[config.mk]
export PLATFORM = sky130hd
export DESIGN_NAME = serialMagCompare
export DESIGN_NICKNAME = d
export VERILOG_FILES = /design/src/rtl/cmpSerialPkg.sv /design/src/rtl/cmpPairSlice.sv /design/src/rtl/cmpSeqCtl.sv /design/src/rtl/serialMagCompare.sv
export SDC_FILE = /design/constraint.sdc
export NUM_CORES = 1
export LEC_CHECK = 0
export CORE_AREA = 2 2 39 41
export CTS_BUF_LIST = sky130_fd_sc_hd__clkbuf_4 sky130_fd_sc_hd__clkbuf_8
export DETAILED_ROUTE_END_ITERATION = 10
export DIE_AREA = 0 0 41 43
export DONT_BUFFER_PORTS = 1
export GPL_ROUTABILITY_DRIVEN = 1
export SETUP_SLACK_MARGIN = 0.1
export SYNTH_ARGS = -nofsm -noshare
export SYNTH_HDL_FRONTEND = slang
export SYNTH_HIERARCHICAL = 1
export SYNTH_SLANG_ARGS = --single-unit
[constraint.sdc]
create_clock -name clk -period 0.85 [get_ports clk]
set_input_delay 0.0425 -clock clk [delete_from_list [all_inputs] [get_ports clk]]
set_output_delay 0.0425 -clock clk [all_outputs]
set_load 0.1 [all_outputs]
[src/rtl/cmpSerialPkg.sv]
package cmpSerialPkg;

  // Verdict held between pairs
  typedef enum logic [1:0] {
    ST_EQ  = 2'b00,
    ST_AHI = 2'b01,
    ST_ALO = 2'b10
  } cmpState_e;

  // Strobes from the datapath to the control
  typedef struct packed {
    logic restart;
    logic aWins;
    logic bWins;
  } pairStrobe_t;

endpackage

[src/rtl/cmpPairSlice.sv]
module cmpPairSlice
  import cmpSerialPkg::*;
(
  input  logic        startWord,
  input  logic        aBit,
  input  logic        bBit,
  input  cmpState_e   curState,
  output pairStrobe_t strobe,
  output logic        aGreater,
  output logic        aLess
);

  // Classify the incoming pair
  always_comb begin
    strobe.restart = startWord;
    strobe.aWins   = aBit & ~bBit;
    strobe.bWins   = ~aBit & bBit;
  end

  // Decode the registered verdict
  assign aGreater = (curState == ST_AHI);
  assign aLess    = (curState == ST_ALO);

endmodule

[src/rtl/cmpSeqCtl.sv]
module cmpSeqCtl
  import cmpSerialPkg::*;
(
  input  logic        clk,
  input  logic        rst,
  input  pairStrobe_t strobe,
  output cmpState_e   curState
);

  cmpState_e baseState;
  cmpState_e nextState;

  always_comb begin
    baseState = strobe.restart ? ST_EQ : curState;
    if (strobe.aWins)      nextState = ST_AHI;
    else if (strobe.bWins) nextState = ST_ALO;
    else                   nextState = baseState;
  end

  always_ff @(posedge clk) begin
    if (rst) curState <= ST_EQ;
    else     curState <= nextState;
  end

  // reset leaves the equal verdict
  p_reset_eq_r1: assert property (@(posedge clk) rst |=> (curState == ST_EQ))
    else $error("reset did not return to equal verdict");

  // state stays inside the three legal codes
  p_legal_state_r6: assert property (@(posedge clk) disable iff (rst)
    (curState == ST_EQ) || (curState == ST_AHI) || (curState == ST_ALO))
    else $error("illegal verdict code");

endmodule

[src/rtl/serialMagCompare.sv]
module serialMagCompare
  import cmpSerialPkg::*;
(
  input  logic clk,
  input  logic rst,
  input  logic startWord,
  input  logic aBit,
  input  logic bBit,
  output logic aGreater,
  output logic aLess
);

  pairStrobe_t strobe;
  cmpState_e   curState;

  cmpPairSlice i_slice (
    .startWord (startWord),
    .aBit      (aBit),
    .bBit      (bBit),
    .curState  (curState),
    .strobe    (strobe),
    .aGreater  (aGreater),
    .aLess     (aLess)
  );

  cmpSeqCtl i_ctl (
    .clk      (clk),
    .rst      (rst),
    .strobe   (strobe),
    .curState (curState)
  );

  // a 1/0 pair yields A greater next cycle
  p_a_wins_r2: assert property (@(posedge clk) disable iff (rst)
    (aBit && !bBit) |=> (aGreater && !aLess))
    else $error("1/0 pair did not give A greater");

  // a 0/1 pair yields A less next cycle
  p_b_wins_r3: assert property (@(posedge clk) disable iff (rst)
    (!aBit && bBit) |=> (aLess && !aGreater))
    else $error("0/1 pair did not give A less");

  // an equal pair inside a word holds the verdict
  p_hold_r4: assert property (@(posedge clk) disable iff (rst)
    (!startWord && (aBit == bBit)) |=> $stable({aGreater, aLess}))
    else $error("equal pair changed the verdict");

  // an equal pair with the start strobe gives equal
  p_start_eq_r5: assert property (@(posedge clk) disable iff (rst)
    (startWord && (aBit == bBit)) |=> (!aGreater && !aLess))
    else $error("start with equal pair did not clear history");

  // outputs never both high
  p_excl_r6: assert property (@(posedge clk) disable iff (rst)
    !(aGreater && aLess))
    else $error("both verdict outputs high");

endmodule

== Word level (Yosys, flattened, before mapping) ==
Cells that the tools add are included.

* Flip-flop bits (word level): 2
* Output and inout port bits: 2
* Word-level logic and storage cells: 14
* Bits of input ports: 5

* Bitwise logic cells: 4
* Equality and inequality tests: 2
* Reduce and logical (&&, ||, !) cells: 3
* Mux-type cells: 3

{| class="wikitable"
|+ Operators by type and width
! cell !! count
|-
| 2-bit 2-to-1 mux || 2
|-
| 3-bit nonzero test || 1
|-
| 1-bit bitwise AND || 2
|-
| 2-bit by 1-bit equality test with 1-bit output, second input constant || 1
|-
| 2-bit equality test, second input constant || 1
|-
| 1-bit inverter || 2
|-
| 2-bit nonzero test || 1
|-
| 2-bit OR reduction || 1
|-
| 1-bit 2-to-1 mux || 1
|}

== Depth between registers and ports, before layout ==
* Depth after elaboration: 4
* Depth in mapped cells: 3

== Hierarchy ==
The synthesis kept the hierarchy.

{| class="wikitable"
|+ Modules (own cells, without submodules)
! module !! seq. area each (um^2) !! instances !! area each (um^2) !! cells an instance
|-
| cmpSeqCtl || 40.0 || 1 || 75.1 || 8
|-
| cmpPairSlice || 0.0 || 1 || 42.5 || 5
|}

== Least setup slack after synthesis ==
OpenSTA, ideal clock, no wires.

* Path type: register to output
* Start point: register i_ctl.curState[1]
* End point: output port aGreater
* Data required time: 0.808 ns
* Stages on the path, launching flop included: 2
* Data arrival time: 0.811 ns
* Path buffers: 0
* Path slack: -0.004 ns
* Cells stage by stage: dfxtp_1 and2b_2

* Word-level cells in the longest chain between the ends: 1

{| class="wikitable"
|+ Ends and longest elaborated chain
! item !! RTL line !! source
|-
| from (decl) || cmpSeqCtl.sv:7 || <nowiki>output cmpState_e curState</nowiki>
|-
| from (signal assigned) || cmpSeqCtl.sv:22 || <nowiki>else curState <= nextState;</nowiki>
|-
| 2-bit by 1-bit equality test with 1-bit output || cmpPairSlice.sv:21 || <nowiki>assign aGreater = (curState == ST_AHI);</nowiki>
|-
| to (decl) || serialMagCompare.sv:9 || <nowiki>output logic aGreater,</nowiki>
|}

No other way between the ends.

== Final worst setup path ==
Same ends and word-level chain as after synthesis.

==> results.txt <==
The flow ran to the end, but the final reports show violations. The checks that failed: negative setup slack. The run gives 0.0664 nW as the static leakage. In this run the register-to-register setup slack is -10 ps.

Worst slack on hold paths: 9.46 ps. Dividing the detail-routed wire length by the instance count gives 7.69 um. The count of nets left with antenna violations once routing finished came out at 0. Data on the critical path arrives at its endpoint at 980 ps.

Proportion of synthesized area in mux cells: 0. The library cells used most frequently in the layout, excluding fill and tap cells, are 3 x clkbuf_4, 2 x dfxtp_2, 2 x and2b_2, 2 x and2b_4. Delay of the slowest critical-path stage: 450 ps. TritonCTS built the clock tree. The congestion estimate from routability-driven global placement came to 0.484. The tools report the vias after detailed routing as 96.

The worst hold path class is input port to flip-flop. The depth of the worst register-to-register path was 2. The post-CTS setup-driven buffer insertion count came out at 0. The run gives 23 as the net total in the final layout. Setup-violating endpoint count in the final report: 3. Setup repair after global routing could not meet its margin everywhere.

Ratio of cells with drive above 1 in the final layout: 0.625. Number of flip-flops under the largest register name: 2. After legalization and detailed placement, the total HPWL measured 170 um.

The tools report the detailed-routing iteration count for the pre-antenna-repair pass as 2. Max-cap violations in this run came to 0. The run gives 1 as the H-tree depth. The run gives 386 um as the wire length of the first global-routing pass.

The dominant combinational cell family by area after synthesis is simple AND/OR/NAND/NOR gates. The CTS sink count is 2. Fill cells in the final layout number 161. The horizontal extent of the die came out at 41 um.

Prior to clock tree synthesis, the placed netlist has a worst setup slack of 3.68 ps. The tools report the initial antenna violation count as 0. In this run the worst path has a maximum fanout of 3.

The worst path in the final design needs a cycle of 1030 ps, including I/O delays and setup. The tools report the maximum number of buffers from clock root to sink as 2. After synthesis the netlist holds a flip-flop and latch count of 2. Relative slew slack: 0.779.

The tools report the worst hold path startpoint as startWord. The synthesized-area fraction occupied by ao, oa, aoi and oai cells is 0.106, and the number of global-route vias before repair is 110. The worst setup path is launched from a flip-flop. After clock tree synthesis, the clock-pin slew on the worst setup and hold paths is 30 ps.

The tools report the end point of the worst hold path as i_ctl/curState[0]. The worst-case IR drop observed on VDD is 0.247 mV. The standard-cell row count is 14, and the number of buffer and inverter stages on the critical path is 0. During synthesis, Yosys emitted a total of 6 warnings. The simple-gate area share of the yosys netlist is 0.457, and the portion of the post-synthesis area used by sequential elements is 0.340. The worst reg2reg path startpoint is i_ctl/curState[0]. The tools report the critical path capture point type as an output port. The worst setup path is of the flip-flop to output port kind.

The routed design has 246 um of wire. In the routed design, unresolved DRC markers number 0. The tools report the initial core utilization as 0.0850. The clock root buffer master was clkbuf_4. The run gives 4 as the pin count of the biggest net entering global routing. The final count of hold timing violations is 0. The run gives 0.00138 mm^2 as the placeable core area. The destination of the worst register-to-register timing path was i_ctl/curState[0].

Input and output buffers added on the ports amount to 0. After synthesis the cells add up to 118 um^2. On the critical path, the stage with the largest delay is an instance of and2b_4. The clock tree skew after final layout is 0 ps. The run gives 0.00176 mm^2 as the area enclosed by the die boundary.

The average instance in the mapped netlist occupies 9.05 um^2. The worst hold path was traced through 2 stages. The clock latency at the later pin of the worst-skew pair was 220 ps; the xor-xnor portion of the synthesized cell area was 0. The count of boundary I/O pins came out at 7. Leaving out fill and tap cells, the most frequent cell in the layout is clkbuf_4.

For this run, the top clock speed supported by timing is 974 MHz. The logs give -177 ps for the setup slack of the critical path after layout and 3 for the TritonCTS buffer count. After detailed routing, the number of vias per cell comes to 3.00.

In this design, the largest share of critical-path delay is due to simple AND/OR/NAND/NOR gates. The area growth from synthesis to layout is 45.7%. The die is 43 um tall. After technology mapping, the gate count stands at 13. The total congestion overflow is 0, and the total global-route track usage is 0.0431. The critical path goes through and2b_4.

The total negative slack was -361 ps; the adder-cell share of the synthesized area was 0. The final count of pins violating max slew is 0. The number of diodes was 0; the power density over the cells was 2180 mW/mm^2.

Counting flops per register, the top entry is i_ctl/curState. The tools report the distinct cell type count of the synthesized netlist as 9. The largest registers in the layout are i_ctl/curState: 2 flops. When the netlist entered floorplanning its net count stood at 18. Data on the critical path is required at its endpoint by 810 ps. The slew at the pin closest to its max-slew limit was 332 ps; the initial DRC count was 1. Portion of the clock cycle consumed by the worst path in the final layout: 1.21.
-- power by group --
part	total, mW	leakage (nW)	switching (mW)	internal (mW)
registers	0.103	0.0172	0.00267	0.100
logic	0.0636	0.0354	0.0431	0.0205
clock network	0.206	0.0138	0.0510	0.155
total	0.373	0.0664	0.0967	0.276
-- through the flow --
stage	instance area (um^2)	power, mW	utilization	cells
2_1_floorplan	121	0.162	-	13
3_3_place_gp	134	0.161	0.0967	28
3_5_place_dp	134	0.161	0.0967	28
4_1_cts	166	0.385	0.120	32
5_1_grt	171	0.397	0.124	32
6_report	171	0.373	0.124	32
-- cell type report --
class	instances	area, um^2	share of cell area
clock buffers	3	22.5	0.131
inverters	1	3.75	0.0219
well taps	16	20.0	0.117
multi-input cells	9	72.6	0.423
repair buffers	1	10.0	0.0584
flip-flops and latches	2	42.5	0.248
-- timing repair --
item                                    CTS  global route
resized for setup                         0             2
hold buffers                              1             0
hold endpoints to repair                  2             0
endpoints found under the setup margin    3             3
-- synthesized netlist by cell type, drive strengths merged --
master,count,area share
a21oi,1,0.043
and2b,4,0.30
buf,1,0.064
dfxtp,2,0.34
inv,1,0.032
nor2,1,0.032
nor2b,1,0.053
o21a,1,0.064
or3b,1,0.074
-- worst max path at each step --
stage,from,end,slack (ps),depth (start not counted)
after floorplan,i_ctl/curState[0],i_ctl/curState[0],40,2
after global placement,i_ctl/curState[0],i_ctl/curState[0],-8,2
after detailed placement,i_ctl/curState[0],i_ctl/curState[0],4,2
after CTS,i_ctl/curState[1],aGreater,-190,1
after global routing,i_ctl/curState[0],aLess,-210,1
final,i_ctl/curState[1],aGreater,-180,1
-- routing by layer --
metal / track usage / vias up / wire [um]
met3: 0.0314 / 2 / 23
li1: - / 47 / -
met1: 0.0288 / 42 / 76
met5: 0 / - / 0
met2: 0.0406 / 5 / 131
met4: 0.100 / 0 / 14
-- logic make-up after synthesis --
family,after synthesis
AOI/OAI and AO/OA,2
and+or+nand+nor,7
buffers and inverters,2
DFF,2
-- worst register-to-register path: stages, from the launching register on --
cell and delay (ps):
dfxtp_2 320, or3b_1 360, a21oi_2 110
No activity file was read; power rests on OpenSTA's default activity.
